==> src/rtl/arb_pkg.sv <==
package arb_pkg;

    // Outcome of the grant update at one clock edge
    typedef enum logic [1:0] {
        DEC_HOLD_WAIT = 2'd0,  // slave still extending the transfer
        DEC_HOLD_LOCK = 2'd1,  // owner tied its next transfer to this one
        DEC_PICK      = 2'd2,  // hand over to the winning requester
        DEC_PARK      = 2'd3   // no requester: fall back to default master
    } arb_dec_e;

    // True when the decision replaces the registered grant
    function automatic logic dec_updates(input arb_dec_e d);
        return (d == DEC_PICK) || (d == DEC_PARK);
    endfunction

endpackage

==> src/rtl/arb_prio_pick.sv <==
module arb_prio_pick #(
    parameter int N_MASTERS      = 4,
    parameter int DEFAULT_MASTER = 0
) (
    input  logic [N_MASTERS-1:0] req_i,
    output logic [N_MASTERS-1:0] pick_o,
    output logic                 any_o
);
    localparam logic [N_MASTERS-1:0] DEF_OH =
        {{(N_MASTERS-1){1'b0}}, 1'b1} << DEFAULT_MASTER;

    logic [N_MASTERS-1:0] first;

    // Lowest index wins: a bit survives only if nothing below it requests
    genvar gi;
    generate
        for (gi = 0; gi < N_MASTERS; gi++) begin : g_first
            if (gi == 0) begin : g_top
                assign first[gi] = req_i[gi];
            end else begin : g_rest
                assign first[gi] = req_i[gi] & ~(|req_i[gi-1:0]);
            end
        end
    endgenerate

    assign any_o  = |req_i;
    assign pick_o = any_o ? first : DEF_OH;

endmodule

==> src/rtl/arb_lock_ctl.sv <==
module arb_lock_ctl
    import arb_pkg::*;
#(
    parameter int N_MASTERS = 4
) (
    input  logic [N_MASTERS-1:0] gnt_i,
    input  logic [N_MASTERS-1:0] lock_i,
    input  logic                 wait_i,
    input  logic                 any_req_i,
    output arb_dec_e             dec_o
);
    logic owner_locked;

    // Only the owner's lock bit counts; other masters' locks are masked off
    assign owner_locked = |(lock_i & gnt_i);

    always_comb begin
        if (wait_i)            dec_o = DEC_HOLD_WAIT;
        else if (owner_locked) dec_o = DEC_HOLD_LOCK;
        else if (any_req_i)    dec_o = DEC_PICK;
        else                   dec_o = DEC_PARK;
    end

endmodule

==> src/rtl/arb_grant_reg.sv <==
module arb_grant_reg
    import arb_pkg::*;
#(
    parameter int N_MASTERS      = 4,
    parameter int DEFAULT_MASTER = 0
) (
    input  logic                 clk,
    input  logic                 rst,
    input  arb_dec_e             dec_i,
    input  logic [N_MASTERS-1:0] pick_i,
    output logic [N_MASTERS-1:0] gnt_o
);
    localparam logic [N_MASTERS-1:0] DEF_OH =
        {{(N_MASTERS-1){1'b0}}, 1'b1} << DEFAULT_MASTER;

    always_ff @(posedge clk) begin
        if (rst) begin
            gnt_o <= DEF_OH;
        end else if (dec_updates(dec_i)) begin
            gnt_o <= pick_i;
        end
    end

endmodule

==> src/rtl/busgrant_arbiter.sv <==
module busgrant_arbiter
    import arb_pkg::*;
#(
    parameter int N_MASTERS      = 4,
    parameter int DEFAULT_MASTER = 0
) (
    input  logic                 clk,
    input  logic                 rst,
    input  logic [N_MASTERS-1:0] req_i,
    input  logic [N_MASTERS-1:0] lock_i,
    input  logic                 wait_i,
    output logic [N_MASTERS-1:0] gnt_o
);
    logic [N_MASTERS-1:0] pick;
    logic                 any_req;
    arb_dec_e             dec;

    arb_prio_pick #(
        .N_MASTERS      (N_MASTERS),
        .DEFAULT_MASTER (DEFAULT_MASTER)
    ) u_pick (
        .req_i  (req_i),
        .pick_o (pick),
        .any_o  (any_req)
    );

    arb_lock_ctl #(
        .N_MASTERS (N_MASTERS)
    ) u_lock (
        .gnt_i     (gnt_o),
        .lock_i    (lock_i),
        .wait_i    (wait_i),
        .any_req_i (any_req),
        .dec_o     (dec)
    );

    arb_grant_reg #(
        .N_MASTERS      (N_MASTERS),
        .DEFAULT_MASTER (DEFAULT_MASTER)
    ) u_gnt (
        .clk    (clk),
        .rst    (rst),
        .dec_i  (dec),
        .pick_i (pick),
        .gnt_o  (gnt_o)
    );

endmodule

==> config.mk <==
export PLATFORM = sky130hd
export DESIGN_NAME = busgrant_arbiter
export DESIGN_NICKNAME = d
export VERILOG_FILES = /design/src/rtl/arb_pkg.sv /design/src/rtl/arb_prio_pick.sv /design/src/rtl/arb_lock_ctl.sv /design/src/rtl/arb_grant_reg.sv /design/src/rtl/busgrant_arbiter.sv
export SDC_FILE = /design/constraint.sdc
export NUM_CORES = 1
export LEC_CHECK = 0
export BUFFER_PORTS_ARGS = -buffer_cell sky130_fd_sc_hd__buf_2
export CORE_AREA = 2 2 39 41
export DETAILED_ROUTE_END_ITERATION = 10
export DIE_AREA = 0 0 41 43
export GPL_TIMING_DRIVEN = 0
export PLACE_DENSITY = 0.35
export SLEW_MARGIN = 25
export SYNTH_ARGS = -nofsm -noshare
export SYNTH_HDL_FRONTEND = slang
export SYNTH_SLANG_ARGS = --single-unit
export TNS_END_PERCENT = 1
==> constraint.sdc <==
create_clock -name clk -period 3.2 [get_ports clk]
set_clock_uncertainty 0.1 [all_clocks]
set_input_delay 0.64 -clock clk [delete_from_list [all_inputs] [get_ports clk]]
set_output_delay 0.64 -clock clk [all_outputs]
set_load 0.02 [all_outputs]
After elaboration in Yosys (flattened, before gate mapping)
Index checks and enable logic that the tools add are counted.
Word-level totals
  bits in registers: 4
  input bits: 11
  output and inout bits: 4
  logic and storage cells: 19
Cells by class
  eq/ne operators: 2
  muxes and demuxes: 4
  bitwise logic cells: 7
  reduce and logical (&&, ||, !) cells: 5
Operators by type and width (count)
  $reduce_or 4->1: 2
  $and 4x4->4: 1
  $eq 2x2->1 const B: 2
  $mux 2: 2
  $mux 4: 1
  $and 1x1->1: 3
  $not 1->1: 3
  $reduce_or 3->1: 1
  $reduce_or 2->1: 1
  $logic_or 1x1->1: 1
  $mux 1: 1

Logic depth before layout (Yosys ltp)
Gate-level depths: netlist (run 1).
  depth in word-level cells: 6
  depth in mapped cells: 3
  depth with buffers taken out: 3

Hierarchy
Synthesis (run 1) repeated with hierarchy kept, for this count alone.
Second synthesis, totals
  cells, all modules: 23
  area, all modules: 225.2 um^2
By module, submodules not included
  arb_grant_reg: instances 1, cells an instance 13, area each 143.9 um^2, sequential area each 80.1 um^2
  arb_prio_pick: instances 1, cells an instance 6, area each 41.3 um^2, sequential area each 0.0 um^2
  arb_lock_ctl: instances 1, cells an instance 4, area each 40.0 um^2, sequential area each 0.0 um^2

Least setup slack after synthesis (run 1)
OpenSTA, ideal clock, no wires.
  kind: input to register
  from: input port lock_i[1]
  to: register u_gnt.gnt_o[1]
  data arrival time: 1.485 ns
  slack: 1.519 ns
  stages: 3
  path buffers: 0
  cell sequence: a222oi_1 -> nand2_2 -> o41ai_2
On the way
  word-level cells in the longest chain between the ends: 6
  elaborated cells on any way between the ends: 7
  those cells by class: eq/ne (2); mux (2); bitwise (1); reduce/logical (2)
Ends and longest elaborated chain
  from (decl): line busgrant_arbiter.sv:10  | input logic [N_MASTERS-1:0] lock_i,
  $and 4x4->4 (*): line arb_lock_ctl.sv:15  | assign owner_locked = |(lock_i & gnt_i);
  $reduce_or 4->1 (*): line arb_lock_ctl.sv:15
  $mux 2 (*): line arb_lock_ctl.sv:19  | else if (owner_locked) dec_o = DEC_HOLD_LOCK;
  $mux 2 (*): line arb_lock_ctl.sv:18  | if (wait_i) dec_o = DEC_HOLD_WAIT;
  $eq 2x2->1: line arb_pkg.sv:13  | return (d == DEC_PICK) || (d == DEC_PARK);
  $logic_or 1x1->1 (*): line arb_pkg.sv:13
  to (signal assigned): line arb_grant_reg.sv:20  | gnt_o <= pick_i;
  to (decl): line arb_grant_reg.sv:11  | output logic [N_MASTERS-1:0] gnt_o
Mark *: on every way between the ends. The rest lies on a longest branch, timed or not.
A chain may end at the register's enable or synchronous reset.

Final worst setup path (run 1)
Ends and elaborated chain as after synthesis.

==> results by group, run 1 <==
Clocking
  – CTS clock-pin slew for the worst setup and hold paths: approximately 40 ps
  – Number of setup buffers added after CTS: 0
  – Cts-stage hold buffer count: 0
  – Number of buffers added by the clock tree synthesis step: 3
  – Clock sinks: 4
  – Resized Gates After CTS: 0
  – TritonCTS clock tree: built
  – Number of H-tree levels: 1
  – Worst skew pair latency: roughly 240 ps
  – Max Buffers Root-to-Sink: 2
  – Library cell used as clock root buffer: sky130_fd_sc_hd__clkbuf_4

Power and ir drop
  – VDD IR max: around 0.14 mV
  – Switching Share: 0.249
  – PwrDens: roughly 420 nW/um^2
  – Clock power share: 0.461
  – Static Leakage: approximately 0.16 nW
  – Logic pwr share: 0.156
  – Overall power of the completed layout: about 0.14 mW
  – Internal portion of total power: between 0.1 and 0.15 mW
  – Part of the power in registers: 0.383
  – Psw: about 0.034 mW

Final layout
  – Fraction of layout cells with a size suffix above 1: 0.564
  – Antenna fix cells: 0
  – Area Growth Syn to Fin: 52.6%
  – Final non-filler cell total: between 50 and 60
  – Final Util: 0.236
  – Register bank with the most flops: u_gnt.gnt_o
  – Regs by FF count: u_gnt.gnt_o (4)
  – Net total in the final layout: 52
  – Sequential cell area: ~80 um^2
  – Number of flip-flops under the largest register name: 4
  – FILL cells: 160
  – Area taken by multi-input logic gates: roughly 130 um^2

Timing
  – Fin. Hold Viols: 0
  – Shortest period the worst path allows: about 1600 ps
  – Final Worst Setup Slack: between 1500 and 2000 ps
  – Final setup violation count: 0
  – Achievable clock frequency: a little over 0.6 GHz
  – Transition time at the pin with the least slew margin: a little under 600 ps
  – RSZ-0062 raised after global routing: no
  – Worst slew margin: 0.610
  – Period utilisation layout: 0.512
  – Final sum of negative setup slack: 0 ps
  – Max Transition Viols Final: 0

Critical path
  – Maximum fanout count along the critical path: 4
  – Worst setup SP type: input port
  – Worst flop-to-flop path endpoint: u_gnt.gnt_o[1]
  – Data required time at the worst endpoint: around 3200 ps
  – RR Startpoint: u_gnt.gnt_o[1]
  – Capturing element type of the critical path: register
  – Worst setup endpoint: u_gnt.gnt_o[1]
  – Cells on worst reg2reg path: 3
  – Flop-to-flop setup slack: approximately 1800 ps
  – Critical path origin: lock_i[1]
  – Critical Setup Path Class: in -> reg
  – Data arrival time of the worst path: 1680 ps

Placed design
  – GPL Wtd Cong: around 0.65
  – Port Buf Inserts: 14
  – Placed insts: 52
  – Final HPWL DP: 484 um
  – Pre-CTS WS: 1290 ps

Global routing
  – Wire length of the first global-routing pass: between 900 and 1000 um
  – Overall track demand over capacity in global routing: 0.0843
  – Maximum number of pins on one net before global-route repair: 8
  – Sum of overflow across all layers after global routing: 0
  – Initial antenna violation count: 0
  – Via count of the first global-routing pass: ~260

Logic synthesis
  – Synth cell types: 15
  – Seq/Total Area, Yosys: 0.374
  – Syn Std Cell Area: roughly 210 um^2
  – Syn Nets: 33
  – Synthesized instance count: 22
  – Synth Register Bits: 4
  – Synth Warn #: 0
  – Synth Area per Inst: 9.73 um^2

Floorplan
  – Count of standard-cell rows: 14
  – Die Wd: between 40 and 50 um
  – Top-level I/O count: 15
  – Initial core utilization: 0.155
  – Core area: 1380 um^2
  – Die outline height: 43 um
  – DIE AREA: around 1800 um^2

Route
  – Vias per std cell: 4.29
  – 1st-iter DRT viols: 1
  – Number of detailed-route iterations in the first pass: 4
  – Vias after detailed routing: roughly 240
  – Number of remaining DRC errors: 0
  – Post-DRT Antenna Nets: 0
  – WL/cell: between 10 and 15 um
  – Post-detailed-routing wire length: 567 um

Hold path
  – Classification of the worst-slack hold path: reg -> reg

Run
  – Number of maximum-capacitance violations: 0

Run status
  – Result of the run: finished, final reports clean
[synth_stat cells]
| cell type | n | area (um^2) |
|---|---|---|
| sky130_fd_sc_hd__nor2_1 | 1 | 3.75 |
| sky130_fd_sc_hd__mux2i_1 | 2 | 20.0 |
| sky130_fd_sc_hd__a21bo_2 | 1 | 10.0 |
| sky130_fd_sc_hd__a21oi_1 | 2 | 10.0 |
| sky130_fd_sc_hd__nand3_1 | 1 | 5.00 |
| sky130_fd_sc_hd__inv_1 | 2 | 7.51 |
| sky130_fd_sc_hd__nor4b_1 | 1 | 8.76 |
| sky130_fd_sc_hd__a211o_2 | 1 | 10.0 |
| sky130_fd_sc_hd__nand2_2 | 1 | 6.26 |
| sky130_fd_sc_hd__a222oi_1 | 1 | 10.0 |
| sky130_fd_sc_hd__nand2b_1 | 1 | 6.26 |
| sky130_fd_sc_hd__nor3_1 | 2 | 10.0 |
| sky130_fd_sc_hd__o41ai_2 | 1 | 16.3 |
| sky130_fd_sc_hd__or4b_2 | 1 | 10.0 |
| sky130_fd_sc_hd__dfxtp_1 | 4 | 80.1 |
[power groups by stage]
stage	Sequential, mW	Clock [mW]	Combinational [mW]
3_5_place_dp	0.0537	0	0.0218
4_1_cts	0.0529	0.0680	0.0219
2_1_floorplan	0.0556	0	0.00846
3_3_place_gp	0.0537	0	0.0217
6_report	0.0529	0.0637	0.0215
5_1_grt	0.0531	0.0705	0.0241
[worst min path at each step]
stage / startpoint / to / slack (ps) / cells past startpoint
floorplan: u_gnt.gnt_o[2] / u_gnt.gnt_o[2] / 460 / 2
detailed placement: u_gnt.gnt_o[2] / u_gnt.gnt_o[2] / 410 / 2
global route: u_gnt.gnt_o[2] / u_gnt.gnt_o[2] / 440 / 2
finish: u_gnt.gnt_o[2] / u_gnt.gnt_o[2] / 410 / 2
global placement: u_gnt.gnt_o[2] / u_gnt.gnt_o[2] / 400 / 2
CTS: u_gnt.gnt_o[2] / u_gnt.gnt_o[2] / 410 / 2
[placed cells by master (no fill, tap or decap), drive strengths merged]
| cell type | instances |
|---|---|
| inv | 2 |
| mux2i | 2 |
| nor3 | 2 |
| clkbuf | 3 |
| a222oi | 1 |
| a211o | 1 |
| nand2b | 1 |
| dfxtp | 4 |
| a21bo | 1 |
| or4b | 1 |
| nand3 | 1 |
| nand2 | 1 |
| nor4b | 1 |
| buf | 14 |
| o41ai | 1 |
| a21oi | 2 |
| nor2 | 1 |
[metrics by stage]
step / hold WS [ps] / instance area [um^2]
finish: 412 / 327
global route: 443 / 327
CTS: 409 / 327
detailed placement: 406 / 304
global placement: 396 / 304
floorplan: 461 / 214
[cell type report]
class	count	share of cell area
tap	16	0.0613
inverter	2	0.0230
sequential	4	0.245
clock buffer	3	0.0690
multi-input combinational	16	0.387
timing repair buffer	14	0.215
[metal layers]
layer  vias up  routed length [um]  global-route usage
met1       109                 197              0.0801
met5         -                   0                   0
met2         7                 320               0.128
met3         0                  49              0.0471
met4         0                   0              0.0600
li1        120                   -                   -
[worst max-delay path, cell delays in order]
cell	delay, ps
sky130_fd_sc_hd__buf_2	90
sky130_fd_sc_hd__a222oi_1	560
sky130_fd_sc_hd__nand2_2	170
sky130_fd_sc_hd__o41ai_2	220
[kinds of logic after synthesis]
family / share of synthesized area
muxes: 0.0936
AOI/OAI and AO/OA: 0.263
and+or+nand+nor: 0.234
buffers and inverters: 0.0351
DFF: 0.374
(Power assumes the default switching activity.)
==> inputs of run 2 (changes only) <==
--- a/config.mk
+++ b/config.mk
@@ -10,7 +10,7 @@
 export DETAILED_ROUTE_END_ITERATION = 10
 export DIE_AREA = 0 0 41 43
 export GPL_TIMING_DRIVEN = 0
-export PLACE_DENSITY = 0.35
+export PLACE_DENSITY = 0.37
 export SLEW_MARGIN = 25
 export SYNTH_ARGS = -nofsm -noshare
 export SYNTH_HDL_FRONTEND = slang
==> constraint.sdc (replaced) <==
create_clock -name clk -period 1.4 [get_ports clk]
set_clock_uncertainty 0.1 [all_clocks]
set_input_delay 0.28 -clock clk [delete_from_list [all_inputs] [get_ports clk]]
set_output_delay 0.28 -clock clk [all_outputs]
set_load 0.02 [all_outputs]
==> results by group, run 2 (same netlist as run 1, synthesis figures left out) <==
Timing
  – Max Transition Viols Final: 0
  – Period utilisation layout: 0.925
  – Minimum hold slack: roughly 170 ps
  – Worst slew margin: 0.757
  – Fin. Hold Viols: 0
  – RSZ-0062 raised after global routing: no
  – Shortest period the worst path allows: ~1300 ps
  – Achievable clock frequency: around 0.77 GHz
  – Final setup violation count: 0
  – Transition time at the pin with the least slew margin: approximately 360 ps

Final layout
  – Fraction of layout cells with a size suffix above 1: 0.625
  – Most common cell after layout, fill and taps aside: sky130_fd_sc_hd__buf_2
  – Antenna fix cells: 0
  – Net total in the final layout: 53
  – Area Growth Syn to Fin: 57.3%
  – Regs by FF count: u_gnt.gnt_o (4)
  – Most frequent cells in the layout: sky130_fd_sc_hd__buf_2 (14), sky130_fd_sc_hd__clkbuf_4 (3)
  – Register bank with the most flops: u_gnt.gnt_o
  – FILL cells: between 150 and 200
  – Number of flip-flops under the largest register name: 4
  – Final non-filler cell total: 56

Route
  – Post-DRT Antenna Nets: 0
  – 1st-iter DRT viols: 3
  – Post-detailed-routing wire length: approximately 550 um
  – Number of detailed-route iterations in the first pass: 4
  – Vias after detailed routing: roughly 240
  – Number of remaining DRC errors: 0
  – Vias per std cell: around 4.3
  – WL/cell: between 9 and 10 um

Clocking
  – Resized Gates After CTS: 0
  – Number of setup buffers added after CTS: 1
  – Clock sinks: 4
  – Library cell used as clock root buffer: sky130_fd_sc_hd__clkbuf_4
  – Cts-stage hold buffer count: 0
  – Worst skew pair latency: roughly 240 ps
  – CTS clock-pin slew for the worst setup and hold paths: about 40 ps
  – Number of H-tree levels: 1
  – TritonCTS clock tree: built
  – Max Buffers Root-to-Sink: 2
  – Number of buffers added by the clock tree synthesis step: 3

Critical path
  – Critical path origin: u_gnt.gnt_o[1]
  – Data arrival time of the worst path: about 1300 ps
  – Data required time at the worst endpoint: roughly 1400 ps
  – RR Startpoint: u_gnt.gnt_o[1]
  – Cells on worst reg2reg path: 4
  – Maximum fanout count along the critical path: 4
  – Capturing element type of the critical path: register
  – Worst setup SP type: register
  – Critical Setup Path Class: reg -> reg

Run
  – Number of maximum-capacitance violations: 0

Global routing
  – Maximum number of pins on one net before global-route repair: 8
  – Initial antenna violation count: 0
  – Via count of the first global-routing pass: between 200 and 250
  – Overall track demand over capacity in global routing: 0.0864
  – Sum of overflow across all layers after global routing: 0
  – Wire length of the first global-routing pass: roughly 930 um

Placed design
  – Placed insts: 52
  – GPL Wtd Cong: a little over 0.7
  – Port Buf Inserts: 14
  – Final HPWL DP: ~430 um

Hold path
  – Start point of the worst hold path: req_i[0]
  – Classification of the worst-slack hold path: in -> reg
  – Cells on Worst Hold Path: 2

Floorplan
  – Top-level I/O count: 15
  – DIE AREA: 1760 um^2
  – Initial core utilization: 0.155
  – Die outline height: approximately 43 um
  – Count of standard-cell rows: 14
  – Core area: between 1000 and 1500 um^2
  – Die Wd: 41 um

Power and ir drop
  – Static Leakage: roughly 0.16 nW
  – Overall power of the completed layout: approximately 0.32 mW
  – PwrDens: around 960 nW/um^2
  – VDD IR max: approximately 0.23 mV

Run status
  – Result of the run: finished, final reports clean
[run 2: changes by cell type in the layout (fill, tap and decap cells not counted)]
cell and delta:
sky130_fd_sc_hd__buf_4 +1, sky130_fd_sc_hd__dfxtp_2 +2, sky130_fd_sc_hd__dfxtp_1 -2
[run 2: final timing paths]
| check | slack [ps] | to |
|---|---|---|
| max | 110 | u_gnt.gnt_o[1] |
| min | 170 | u_gnt.gnt_o[1] |
| max reg2reg | 110 | u_gnt.gnt_o[1] |
| min reg2reg | 390 | u_gnt.gnt_o[2] |
[run 2: area by class of cell]
| type | count | area, um^2 | share of cell area |
|---|---|---|---|
| timing repair buffer | 15 | 77.6 | 0.230 |
| inverter | 2 | 7.51 | 0.0223 |
| multi-input combinational | 16 | 126 | 0.375 |
| clock buffer | 3 | 22.5 | 0.0669 |
| tap | 16 | 20.0 | 0.0595 |
| sequential | 4 | 82.6 | 0.245 |
[run 2: metrics by stage]
stage                     instance area, um^2   util  TNS [ps]  setup WS, ps
after floorplan                           216      -     -8.02         -8.02
after global placement                    307  0.222      -281          -118
after detailed placement                  307  0.222      -356          -141
after CTS                                 337  0.243         0           110
after global routing                      337  0.243         0          23.3
final                                     337  0.243         0           105
[run 2: worst max-delay path, cell delays in order (launching register included)]
cell	delay [ps]
sky130_fd_sc_hd__dfxtp_2	320
sky130_fd_sc_hd__a222oi_1	300
sky130_fd_sc_hd__buf_4	190
sky130_fd_sc_hd__nand2_2	80
sky130_fd_sc_hd__o41ai_2	200
[run 2: power breakdown]
group          internal, mW  total (mW)  switching [mW]
clock                0.0962       0.149          0.0526
combinational        0.0257      0.0533          0.0276
sequential            0.119       0.121         0.00251
total                 0.241       0.323          0.0827
[run 2: routing by layer]
layer  global-route usage  vias up  wire (um)
met2                0.116       12        242
met1               0.0903      102        231
li1                     -      123          -
met3               0.0471        2         67
met5                    0        -          0
met4               0.0800        0         12
==> inputs of run 3 (changes only) <==
--- a/config.mk
+++ b/config.mk
@@ -11,6 +11,7 @@
 export DIE_AREA = 0 0 41 43
 export GPL_TIMING_DRIVEN = 0
 export PLACE_DENSITY = 0.37
+export RECOVER_POWER = 100
 export SLEW_MARGIN = 25
 export SYNTH_ARGS = -nofsm -noshare
 export SYNTH_HDL_FRONTEND = slang
==> results by group, run 3 (same netlist as run 1, synthesis figures left out) <==
Timing
  – Fin. Hold Viols: 0
  – Max Transition Viols Final: 0
  – Final Worst Setup Slack: approximately 110 ps
  – Achievable clock frequency: roughly 0.77 GHz
  – Final setup violation count: 0
  – Final sum of negative setup slack: 0 ps
  – Period utilisation layout: 0.924
  – Transition time at the pin with the least slew margin: around 360 ps
  – Minimum hold slack: between 150 and 200 ps
  – Worst slew margin: 0.759
  – RSZ-0062 raised after global routing: no
  – Shortest period the worst path allows: between 1000 and 1500 ps

Clocking
  – Worst skew pair latency: ~240 ps
  – Library cell used as clock root buffer: sky130_fd_sc_hd__clkbuf_4
  – Number of H-tree levels: 1
  – Number of buffers added by the clock tree synthesis step: 3
  – Clock sinks: 4
  – CTS clock-pin slew for the worst setup and hold paths: around 40 ps
  – Cts-stage hold buffer count: 0
  – Number of setup buffers added after CTS: 1
  – Resized Gates After CTS: 0
  – TritonCTS clock tree: built
  – Max Buffers Root-to-Sink: 2

Final layout
  – FILL cells: between 150 and 200
  – Net total in the final layout: between 50 and 60
  – Fraction of layout cells with a size suffix above 1: 0.500
  – Regs by FF count: u_gnt.gnt_o (4)
  – Register bank with the most flops: u_gnt.gnt_o
  – Number of flip-flops under the largest register name: 4
  – Post-route cell area: 330 um^2
  – Most common cell after layout, fill and taps aside: sky130_fd_sc_hd__buf_2
  – Sequential cell area: just over 80 um^2
  – Area Growth Syn to Fin: 54.4%
  – Most frequent cells in the layout: sky130_fd_sc_hd__buf_2 (10), sky130_fd_sc_hd__clkbuf_1 (4), sky130_fd_sc_hd__clkbuf_4 (3), sky130_fd_sc_hd__dfxtp_1 (3)
  – Final non-filler cell total: 56
  – Antenna fix cells: 0
  – Area taken by multi-input logic gates: 126 um^2
  – Final Util: 0.239

Floorplan
  – Initial core utilization: 0.155
  – Top-level I/O count: 15
  – Die Wd: between 40 and 50 um
  – Core area: around 1400 um^2
  – DIE AREA: around 1800 um^2
  – Die outline height: approximately 43 um
  – Count of standard-cell rows: 14

Run
  – Number of maximum-capacitance violations: 0

Route
  – Post-DRT Antenna Nets: 0
  – Number of detailed-route iterations in the first pass: 4
  – Vias per std cell: ~4.3
  – Vias after detailed routing: approximately 240
  – Post-detailed-routing wire length: 556 um
  – WL/cell: between 9 and 10 um
  – 1st-iter DRT viols: 4
  – Number of remaining DRC errors: 0

Placed design
  – Placed insts: 52
  – Port Buf Inserts: 14
  – Pre-CTS WS: -141 ps
  – Placement-stage cell area: ~300 um^2
  – GPL Wtd Cong: approximately 0.72
  – Final HPWL DP: 431 um

Global routing
  – Maximum number of pins on one net before global-route repair: 8
  – Via count of the first global-routing pass: approximately 240
  – Overall track demand over capacity in global routing: 0.0864
  – Wire length of the first global-routing pass: between 900 and 1000 um
  – Sum of overflow across all layers after global routing: 0
  – Initial antenna violation count: 0

Power and ir drop
  – VDD IR max: about 0.23 mV
  – Overall power of the completed layout: ~0.32 mW
  – PwrDens: roughly 980 nW/um^2
  – Static Leakage: ~0.15 nW

Hold path
  – Endpoint, Worst Hold: u_gnt.gnt_o[1]
  – Classification of the worst-slack hold path: in -> reg
  – Cells on Worst Hold Path: 2
  – Start point of the worst hold path: req_i[0]

Critical path
  – RR Startpoint: u_gnt.gnt_o[1]
  – Maximum fanout count along the critical path: 4
  – Worst setup SP type: register
  – Capturing element type of the critical path: register
  – Flop-to-flop setup slack: 110 ps
  – Worst flop-to-flop path endpoint: u_gnt.gnt_o[1]
  – Critical Setup Path Class: reg -> reg
  – Cells on worst reg2reg path: 4
  – Critical path origin: u_gnt.gnt_o[1]
  – Data required time at the worst endpoint: 1450 ps
  – Data arrival time of the worst path: 1340 ps

Run status
  – Result of the run: finished, final reports clean
==> run 3: cell count changes in the layout (fill, tap and decap cells not counted), sizes merged <==
| cell | before | now |
|---|---|---|
| buf | 15 | 11 |
| clkbuf | 3 | 7 |
==> run 3: layout make-up <==
class	instances	area share
flip-flops and latches	4	0.246
well taps	16	0.0606
inverters	2	0.0227
clock buffers	3	0.0682
repair buffers	15	0.220
multi-input cells	16	0.383
==> run 3: power breakdown <==
| group | switching [mW] | leakage [nW] | total, mW | internal [mW] |
|---|---|---|---|---|
| Clock | 0.0526 | 0.0138 | 0.149 | 0.0962 |
| Sequential | 0.00269 | 0.0330 | 0.121 | 0.118 |
| Combinational | 0.0276 | 0.101 | 0.0522 | 0.0247 |
| Total | 0.0829 | 0.147 | 0.322 | 0.239 |
==> run 3: worst max-delay path by stage <==
stage,end,slack (ps),depth (start not counted)
after CTS,u_gnt.gnt_o[1],110,4
after global routing,u_gnt.gnt_o[1],20,4
final,u_gnt.gnt_o[1],110,4
after floorplan,u_gnt.gnt_o[1],-8,3
after global placement,u_gnt.gnt_o[1],-120,4
after detailed placement,u_gnt.gnt_o[1],-140,4
==> run 3: critical path, stage by stage, from the launching register on <==
cell and delay, ps:
sky130_fd_sc_hd__dfxtp_1 310, sky130_fd_sc_hd__a222oi_1 310, sky130_fd_sc_hd__buf_4 190, sky130_fd_sc_hd__nand2_2 80
sky130_fd_sc_hd__o41ai_2 200
==> run 3: metal layers <==
metal | GRT usage | vias to the layer above | part of all wire
li1 | - | 123 | -
met1 | 0.0903 | 102 | 0.42
met2 | 0.116 | 12 | 0.44
met3 | 0.0471 | 2 | 0.12
met4 | 0.0800 | 0 | 0.022
met5 | 0 | - | 0
